`src/rtl/irqu_pkg.sv`:
```
package irqu_pkg;
  localparam int NSRC  = 5;
  localparam int VEC_W = 9;

  // source index equals priority rank; vector = index + 1
  localparam int SRC_EXT  = 0;
  localparam int SRC_PC   = 1;
  localparam int SRC_CMP1 = 2;
  localparam int SRC_OVF1 = 3;
  localparam int SRC_OVF0 = 4;

  localparam logic [7:0] ADDR_TMASK = 8'h39;
  localparam logic [7:0] ADDR_GFLAG = 8'h3A;
  localparam logic [7:0] ADDR_GMASK = 8'h3B;

  localparam int BIT_EXT  = 6;
  localparam int BIT_PC   = 5;
  localparam int BIT_CMP1 = 6;
  localparam int BIT_OVF1 = 2;
  localparam int BIT_OVF0 = 1;

  typedef enum logic [1:0] {
    EXT_LEVEL = 2'b00,
    EXT_ANY   = 2'b01,
    EXT_FALL  = 2'b10,
    EXT_RISE  = 2'b11
  } ext_mode_e;
endpackage

```
`src/rtl/irqu_sync.sv`:
```
module irqu_sync #(
  parameter int W = 1
) (
  input  logic         clk,
  input  logic         rst_n,
  input  logic [W-1:0] d,
  output logic [W-1:0] q
);
  logic [W-1:0] meta_q;

  always_ff @(posedge clk or negedge rst_n) begin
    if (!rst_n) begin
      meta_q <= '0;
      q      <= '0;
    end else begin
      meta_q <= d;
      q      <= meta_q;
    end
  end
endmodule

```
`src/rtl/irqu_prio.sv`:
```
module irqu_prio #(
  parameter int N     = 5,
  parameter int VEC_W = 9
) (
  input  logic             clk,
  input  logic             rst_n,
  input  logic [N-1:0]     pend,
  output logic             any,
  output logic [N-1:0]     sel,
  output logic [VEC_W-1:0] vec
);
  always_comb begin
    any = |pend;
    sel = '0;
    vec = '0;
    for (int i = N - 1; i >= 0; i--) begin
      if (pend[i]) begin
        sel    = '0;
        sel[i] = 1'b1;
        vec    = VEC_W'(i + 1);
      end
    end
  end

  a_r8_vec_nonzero: assert property (@(posedge clk) disable iff (!rst_n)
    any |-> (vec != '0 && vec <= VEC_W'(N)));
  a_r8_vec_idle: assert property (@(posedge clk) disable iff (!rst_n)
    !any |-> (vec == '0 && sel == '0));
  a_r9_sel_single: assert property (@(posedge clk) disable iff (!rst_n)
    $onehot0(sel));
endmodule

```
`src/rtl/irq_flag_unit.sv`:
```
module irq_flag_unit
  import irqu_pkg::*;
#(
  parameter int NPINS  = 4,
  parameter int ADDR_W = 6
) (
  input  logic              clk,
  input  logic              rst_n,
  input  logic [ADDR_W-1:0] io_addr,
  input  logic              io_we,
  input  logic [7:0]        io_wdata,
  output logic [7:0]        io_rdata,
  input  logic              gie,
  input  logic [1:0]        ext_mode,
  input  logic              ext_pin,
  input  logic [NPINS-1:0]  port_pins,
  input  logic              tmr1_cmp_evt,
  input  logic              tmr1_ovf_evt,
  input  logic              tmr0_ovf_evt,
  output logic              irq_req,
  output logic [VEC_W-1:0]  irq_vec,
  input  logic              irq_ack
);
  localparam int SW = NPINS + 1;

  // synchronized pins and their previous sample
  logic [SW-1:0] pins_s, pins_p;
  irqu_sync #(.W(SW)) u_sync (
    .clk(clk), .rst_n(rst_n), .d({ext_pin, port_pins}), .q(pins_s)
  );

  always_ff @(posedge clk or negedge rst_n) begin
    if (!rst_n) pins_p <= '0;
    else        pins_p <= pins_s;
  end

  logic ext_now, ext_old, ext_evt, pc_evt, ext_level;
  assign ext_now   = pins_s[NPINS];
  assign ext_old   = pins_p[NPINS];
  assign pc_evt    = |(pins_s[NPINS-1:0] ^ pins_p[NPINS-1:0]);
  assign ext_level = (ext_mode_e'(ext_mode) == EXT_LEVEL);

  always_comb begin
    unique case (ext_mode_e'(ext_mode))
      EXT_ANY:  ext_evt = ext_now ^ ext_old;
      EXT_FALL: ext_evt = ext_old & ~ext_now;
      EXT_RISE: ext_evt = ~ext_old & ext_now;
      default:  ext_evt = 1'b0;
    endcase
  end

  // register file state
  logic gm_ext_q, gm_pc_q, tm_cmp_q, tm_ovf1_q, tm_ovf0_q;
  logic gm_ext_d, gm_pc_d, tm_cmp_d, tm_ovf1_d, tm_ovf0_d;
  logic fl_ext_q, fl_pc_q, tp_cmp_q, tp_ovf1_q, tp_ovf0_q;
  logic fl_ext_d, fl_pc_d, tp_cmp_d, tp_ovf1_d, tp_ovf0_d;

  logic wr_gm, wr_tm, wr_gf;
  assign wr_gm = io_we && (io_addr == ADDR_W'(ADDR_GMASK));
  assign wr_tm = io_we && (io_addr == ADDR_W'(ADDR_TMASK));
  assign wr_gf = io_we && (io_addr == ADDR_W'(ADDR_GFLAG));

  logic unused_wbits;
  assign unused_wbits = ^{io_wdata[7], io_wdata[4:3], io_wdata[0]};

  // priority selection
  logic [NSRC-1:0] pend, en, sel, ack_clr;
  logic            any;
  assign pend = {tp_ovf0_q, tp_ovf1_q, tp_cmp_q, fl_pc_q,
                 fl_ext_q | (ext_level & ~ext_now)};
  assign en   = {tm_ovf0_q, tm_ovf1_q, tm_cmp_q, gm_pc_q, gm_ext_q};

  irqu_prio #(.N(NSRC), .VEC_W(VEC_W)) u_prio (
    .clk(clk), .rst_n(rst_n), .pend(pend & en),
    .any(any), .sel(sel), .vec(irq_vec)
  );

  assign irq_req = gie & any;
  assign ack_clr = (irq_ack && irq_req) ? sel : '0;

  // next state: a new event wins over any clear in the same cycle
  always_comb begin
    gm_ext_d  = wr_gm ? io_wdata[BIT_EXT]  : gm_ext_q;
    gm_pc_d   = wr_gm ? io_wdata[BIT_PC]   : gm_pc_q;
    tm_cmp_d  = wr_tm ? io_wdata[BIT_CMP1] : tm_cmp_q;
    tm_ovf1_d = wr_tm ? io_wdata[BIT_OVF1] : tm_ovf1_q;
    tm_ovf0_d = wr_tm ? io_wdata[BIT_OVF0] : tm_ovf0_q;

    fl_ext_d = ext_evt |
               (fl_ext_q & ~(wr_gf & io_wdata[BIT_EXT]) & ~ack_clr[SRC_EXT]);
    if (ext_level) fl_ext_d = 1'b0;
    fl_pc_d  = pc_evt |
               (fl_pc_q & ~(wr_gf & io_wdata[BIT_PC]) & ~ack_clr[SRC_PC]);

    tp_cmp_d  = tmr1_cmp_evt | (tp_cmp_q  & ~ack_clr[SRC_CMP1]);
    tp_ovf1_d = tmr1_ovf_evt | (tp_ovf1_q & ~ack_clr[SRC_OVF1]);
    tp_ovf0_d = tmr0_ovf_evt | (tp_ovf0_q & ~ack_clr[SRC_OVF0]);
  end

  always_ff @(posedge clk or negedge rst_n) begin
    if (!rst_n) begin
      gm_ext_q  <= 1'b0;
      gm_pc_q   <= 1'b0;
      tm_cmp_q  <= 1'b0;
      tm_ovf1_q <= 1'b0;
      tm_ovf0_q <= 1'b0;
      fl_ext_q  <= 1'b0;
      fl_pc_q   <= 1'b0;
      tp_cmp_q  <= 1'b0;
      tp_ovf1_q <= 1'b0;
      tp_ovf0_q <= 1'b0;
    end else begin
      gm_ext_q  <= gm_ext_d;
      gm_pc_q   <= gm_pc_d;
      tm_cmp_q  <= tm_cmp_d;
      tm_ovf1_q <= tm_ovf1_d;
      tm_ovf0_q <= tm_ovf0_d;
      fl_ext_q  <= fl_ext_d;
      fl_pc_q   <= fl_pc_d;
      tp_cmp_q  <= tp_cmp_d;
      tp_ovf1_q <= tp_ovf1_d;
      tp_ovf0_q <= tp_ovf0_d;
    end
  end

  // read mux
  always_comb begin
    io_rdata = 8'h00;
    if (io_addr == ADDR_W'(ADDR_GMASK)) begin
      io_rdata[BIT_EXT] = gm_ext_q;
      io_rdata[BIT_PC]  = gm_pc_q;
    end else if (io_addr == ADDR_W'(ADDR_GFLAG)) begin
      io_rdata[BIT_EXT] = fl_ext_q;
      io_rdata[BIT_PC]  = fl_pc_q;
    end else if (io_addr == ADDR_W'(ADDR_TMASK)) begin
      io_rdata[BIT_CMP1] = tm_cmp_q;
      io_rdata[BIT_OVF1] = tm_ovf1_q;
      io_rdata[BIT_OVF0] = tm_ovf0_q;
    end
  end

  a_r5_level_flag_zero: assert property (@(posedge clk) disable iff (!rst_n)
    (ext_mode == 2'b00) |=> !fl_ext_q);
  a_r4_edge_sets_flag: assert property (@(posedge clk) disable iff (!rst_n)
    ext_evt |=> fl_ext_q);
  a_r6_change_sets_flag: assert property (@(posedge clk) disable iff (!rst_n)
    pc_evt |=> fl_pc_q);
  a_r3_w1c_clears: assert property (@(posedge clk) disable iff (!rst_n)
    (wr_gf && io_wdata[BIT_PC] && !pc_evt) |=> !fl_pc_q);
  a_r9_ack_clears_ext: assert property (@(posedge clk) disable iff (!rst_n)
    (irq_ack && irq_req && irq_vec == VEC_W'(1) && !ext_evt) |=> !fl_ext_q);
  a_r7_no_req_when_masked: assert property (@(posedge clk) disable iff (!rst_n)
    (en == '0) |-> !irq_req);
endmodule

```
`config.mk`:
```
export PLATFORM = sky130hd
export DESIGN_NAME = irq_flag_unit
export DESIGN_NICKNAME = d
export VERILOG_FILES = /design/src/rtl/irqu_pkg.sv /design/src/rtl/irqu_sync.sv /design/src/rtl/irqu_prio.sv /design/src/rtl/irq_flag_unit.sv
export SDC_FILE = /design/constraint.sdc
export NUM_CORES = 1
export LEC_CHECK = 0
export BUFFER_PORTS_ARGS = -buffer_cell sky130_fd_sc_hd__clkbuf_2
export CAP_MARGIN = 30
export CORE_UTILIZATION = 35
export CTS_BUF_LIST = sky130_fd_sc_hd__clkbuf_8
export CTS_CLUSTER_DIAMETER = 80
export DETAILED_ROUTE_END_ITERATION = 10
export SLEW_MARGIN = 20
export SYNTH_ARGS = -nofsm -noshare
export SYNTH_HDL_FRONTEND = slang
export SYNTH_SLANG_ARGS = --single-unit
```
`constraint.sdc`:
```
create_clock -name clk -period 4 [get_ports clk]
set_clock_uncertainty 0.15 [all_clocks]
set_input_delay 0.8 -clock clk [delete_from_list [all_inputs] [get_ports clk]]
set_output_delay 0.8 -clock clk [all_outputs]
set_load 0.05 [all_outputs]
```
==> Word-level counts from Yosys, hierarchy flattened <==
Cells that the tools add are included.
{ "op_classes": {"n_eq_ne": 6, "muxes": 20, "bitwise_logic": 31, "n_reduce_logical": 7} }
{ "ops": {"columns": ["operator", "n"], "rows": [
  ["$mux W5", 6],
  ["$eq A6 B6 Y1 const B", 3],
  ["$mux W3", 5],
  ["$and A1 B1 Y1", 13],
  ["$not A1 Y1", 9],
  ["$mux W2", 4],
  ["$or A1 B1 Y1", 6],
  ["$and A5 B5 Y5", 1],
  ["$reduce_or A5 Y1", 1],
  ["$eq A2 B2 Y1 const B", 2],
  ["$logic_and A1 B1 Y1", 4],
  ["$mux W1", 4],
  ["$reduce_or A4 Y1", 1],
  ["$xor A4 B4 Y4", 1],
  ["$pmux W1 S3", 1],
  ["$eq A2 B1 Y1 const B", 1],
  ["$logic_not A2 Y1", 1],
  ["$xor A1 B1 Y1", 1]
]} }
{ "totals": {"ff_bits": 25, "out_inout_bits": 18} }

==> Depth between registers and ports, before layout <==
{ "logic_depth": {"depth_word": 14, "depth_mapped": 6, "mapped_depth_nobuf": 6} }

==> Modules after synthesis <==
From an unflattened synthesis, not the netlist that was laid out.
{ "unflattened": {"hier_cells": 106, "area_unflattened_um2": 1192.4} }
{ "by_module_without_submodules": {"columns": ["mod", "instances", "cells_each", "area_per_inst_um2", "seq_area_each_um2"], "rows": [
  ["irq_flag_unit", 1, 75, 812.0, 375.4],
  ["irqu_sync", 1, 10, 250.2, 250.2],
  ["irqu_prio", 1, 21, 130.1, 0.0]
]} }

==> Worst setup path before layout <==
No wires, ideal clock.
{ "synth_path": {"kind": "input -> output", "from": "input port io_addr[2]", "to": "output port io_rdata[5]", "arrival_ns": 2.163, "required_ns": 3.050, "slack_ns": 0.887, "stages": 2, "path_buffers": 0, "path_cell_list": "nand4b_4 > nor3b_1"} }
{ "synth_via": {"elab_chain_cells": 3, "word_cells_on_any_way": 4} }
{ "synth_rtl": {"columns": ["element", "line_no", "source"], "rows": [
  ["start: declaration", "irq_flag_unit.sv:9", "input logic [ADDR_W-1:0] io_addr,"],
  ["$eq A6 B6 Y1", "irq_flag_unit.sv:132", "end else if (io_addr == ADDR_W'(ADDR_GFLAG)) begin"],
  ["$mux W1", "irq_flag_unit.sv:132", null],
  ["$mux W2 *", "irq_flag_unit.sv:129", "if (io_addr == ADDR_W'(ADDR_GMASK)) begin"],
  ["end: declaration", "irq_flag_unit.sv:12", "output logic [7:0] io_rdata,"]
]} }
Every way passes the cells marked *; elsewhere a longest branch is shown, timed or not.

==> Worst setup path in the final report <==
{ "layout_path": {"from": "input port ext_mode[0]", "to": "output port irq_vec[2]"} }
{ "layout_via": {"elab_chain_cells": 5} }
{ "layout_rtl": {"columns": ["element", "line_no", "source"], "rows": [
  ["start: declaration", "irq_flag_unit.sv:14", "input logic [1:0] ext_mode,"],
  ["$logic_not A2 Y1", "irq_flag_unit.sv:41", "assign ext_level = (ext_mode_e'(ext_mode) == EXT_LEVEL);"],
  ["$and A1 B1 Y1", "irq_flag_unit.sv:70", "fl_ext_q | (ext_level & ~ext_now)};"],
  ["$or A1 B1 Y1", "irq_flag_unit.sv:70", null],
  ["$and A5 B5 Y5", "irq_flag_unit.sv:74", ".clk(clk), .rst_n(rst_n), .pend(pend & en),"],
  ["$mux W3", "irqu_prio.sv:17", "if (pend[i]) begin"],
  ["end: declaration", "irq_flag_unit.sv:21", "output logic [VEC_W-1:0] irq_vec,"]
]} }
Every way passes these cells.

==> results.json <==
{
  "status": "finished, final reports clean",
  "worst_slack_ns": 1.16,
  "rows": 20,
  "fmax_ghz": 0.352,
  "fin_setup_tns_ns": 0,
  "area_growth_pct": 19.4,
  "fin_crit_ns": 2.84,
  "h-tree-depth": 1,
  "avgSynthCellArea_um2": 11.6,
  "path_delay_family": "compound AO/OA/AOI/OAI gates",
  "hp-class": "flip-flop to flip-flop",
  "drive_above_1_share_pct": 34.8,
  "port_buffers": 32,
  "cp-end-kind": "primary output",
  "rsz0062_at_grt": "no",
  "wl_mm": 2.03,
  "antenna_found_initial": 0,
  "p_leak_nw": 0.700,
  "ys.flop_type": "dfrtp_1",
  "timing.final.crit_share_pct": 70.9,
  "grt-ovfl-total": 0,
  "critPathSlowestCell": "o21ai_1",
  "insertedDiodeCount": 0,
  "p_per_area_nw_per_um2": 416,
  "fp.dieArea_um2": 3540,
  "m1WireLength_um": 885,
  "path_cells": "clkbuf_2 > nor3_1 > o21ai_1 > nand2_1 > nor2_1 > clkbuf_2",
  "ys_seq_area_share_pct": 54.1,
  "slew_headroom_pct": 59.2,
  "synth_edf_count": 0,
  "place_congestion": 0.822,
  "coreArea_um2": 3100,
  "synth.distinct_cells": 32,
  "setup_violations": 0,
  "cts_tree": "yes",
  "grt_pass1_vias": 767,
  "crit_fanout": 8,
  "ant_nets": 0,
  "dp_hpwl_mm": 1.56,
  "dr_wl_met2_um": 991,
  "dr_wl_met3_um": 120,
  "power_uw": 574,
  "clock_latency_ns": 0.27,
  "post_cts_buffers": 0,
  "wl_per_cell_um": 11.4,
  "ios": 47,
  "stdcell_area_um2": 1380,
  "cts_sinks": 25,
  "crit_top_cell": "clkbuf_2",
  "worstMarginPinSlew_ns": 0.611,
  "crit_required_ns": 3.05,
  "placed_area_um2": 1330,
  "synth_cells": 100,
  "clock_path_buffers": 2,
  "hold_buffers": 0,
  "initial_core_util_pct": 37.3,
  "drt-pass1-iter-count": 4,
  "ys_ff_latch": 25,
  "final-hold-violation-count": 0,
  "fin_nets": 167,
  "largestRegisters": "pins_p x5, u_sync.meta_q x5, u_sync.q x5",
  "pre_cts_ws_ns": 1.18,
  "dp_cells": 175,
  "multi_input_area_um2": 468,
  "cp.arrival_ns": 1.89,
  "path_buf_inv": 2,
  "cts_buffers": 3,
  "groute.usage.overall_pct": 12.8,
  "async_reset_ff_share_pct": 100,
  "finalMaxSlewViolations": 0,
  "critPathMaxStageDelay_ns": 0.40,
  "ctsRootBufferMaster": "clkbuf_8",
  "fill_cells": 294,
  "seq_area_um2": 626,
  "layoutNonFillerInstCount": 179,
  "worstSetupPathType": "input pin to primary output",
  "syn_area_um2": 1160,
  "cap_violations": 0,
  "vias": 799,
  "routed.top_layer": "met4",
  "cts_resized": 0,
  "worst_setup_path_start_kind": "input pin",
  "cts.clk_slew.worst_paths_ns": 0.09,
  "die_w_um": 59.5,
  "drtIter0Drc": 22,
  "routed_via_density": 4.46,
  "grt_max_degree": 26,
  "drc": 0,
  "fp.dieH_um": 59.5,
  "synth-warning-count": 0,
  "peakVddDrop_mv": 0.292,
  "grt_pass1_wl_mm": 3.19
}
==> per-stage QoR <==
stage,util (%),hold slack (ns)
global placement,42.9,0.182
finish,44.5,0.204
CTS,44.5,0.208
floorplan,-,0.181
global route,44.5,0.215
detailed placement,42.9,0.186
==> final cells by class <==
type	instances	share of cell area (%)
clock buffers	3	2.99
clock inverters	1	0.634
inverters	6	1.63
multi-input cells	68	33.9
flip-flops and latches	25	45.3
well taps	44	3.99
repair buffers	32	11.6
==> synth_stat cells (2+ instances only) <==
library cell / number / share of area (%)
dfrtp_1: 25 / 54
buf_4: 10 / 6.5
inv_1: 6 / 1.9
nand2_1: 5 / 1.6
nor2_1: 5 / 1.6
nand4_1: 4 / 2.2
xor2_1: 4 / 3.0
a21o_1: 3 / 1.9
a21oi_1: 3 / 1.3
mux2_2: 3 / 2.9
mux2_4: 3 / 3.9
o21ai_0: 3 / 1.3
a22oi_1: 2 / 1.3
and2_1: 2 / 1.1
and2_2: 2 / 1.3
ha_1: 2 / 2.2
nand3_1: 2 / 0.86
o22ai_1: 2 / 1.1
==> per-layer routing <==
layer / track usage (%) / up-vias
met1: 13.1 / 375
met2: 23.1 / 27
met3: 4.59 / 4
met4: 5.98 / 0
li1: - / 393
met5: 0 / -
==> logic make-up after synthesis <==
logic type,after synthesis,share of synthesized area [%]
XOR/XNOR,4,3.03
AND/OR/NAND/NOR,29,15.8
multiplexers,7,7.68
buffers and inverters,16,8.43
AO/OA/AOI/OAI,16,8.54
other,1,0.324
flip-flops,25,54.1
adder cells (fa/ha/maj),2,2.16
==> power breakdown <==
group	switching (mW)	total, mW	internal, mW
Combinational	0.0942	0.135	0.0404
Clock	0.0832	0.156	0.0730
Sequential	0.0140	0.284	0.270
==> final timing paths <==
| path | from | endpoint | slack, ns | cells past startpoint |
|---|---|---|---|---|
| worst min-delay path | u_sync.meta_q[1]$_DFF_PN0_ | u_sync.q[1]$_DFF_PN0_ | 0.20 | 0 |
| max in group asynchronous | rst_n | tm_ovf1_q$_DFFE_PN0P_ | 2.93 | 1 |
| worst max-delay path | ext_mode[0] | irq_vec[2] | 1.16 | 6 |
| worst min register to register | u_sync.meta_q[1]$_DFF_PN0_ | u_sync.q[1]$_DFF_PN0_ | 0.20 | 0 |
| worst max register to register | gm_pc_q$_DFFE_PN0P_ | tp_ovf0_q$_DFF_PN0_ | 2.48 | 4 |
| min in group asynchronous | rst_n | tm_cmp_q$_DFFE_PN0P_ | 0.37 | 1 |
==> cell usage in the layout, fill, tap and decap left out, types with 2 or more instances in the layout <==
master	synthesis	final
a21o_1	3	3
a21oi_1	3	3
a22oi_1	2	2
and2_1	2	2
and2_2	2	2
clkbuf_2	0	32
clkbuf_8	0	3
conb_1	1	10
dfrtp_1	25	25
ha_1	2	2
inv_1	6	6
mux2_2	3	3
mux2_4	3	3
nand2_1	5	5
nand3_1	2	2
nand4_1	4	4
nor2_1	5	5
o21ai_0	3	3
o22ai_1	2	2
xor2_1	4	4
No activity file was read; power rests on OpenSTA's default activity.
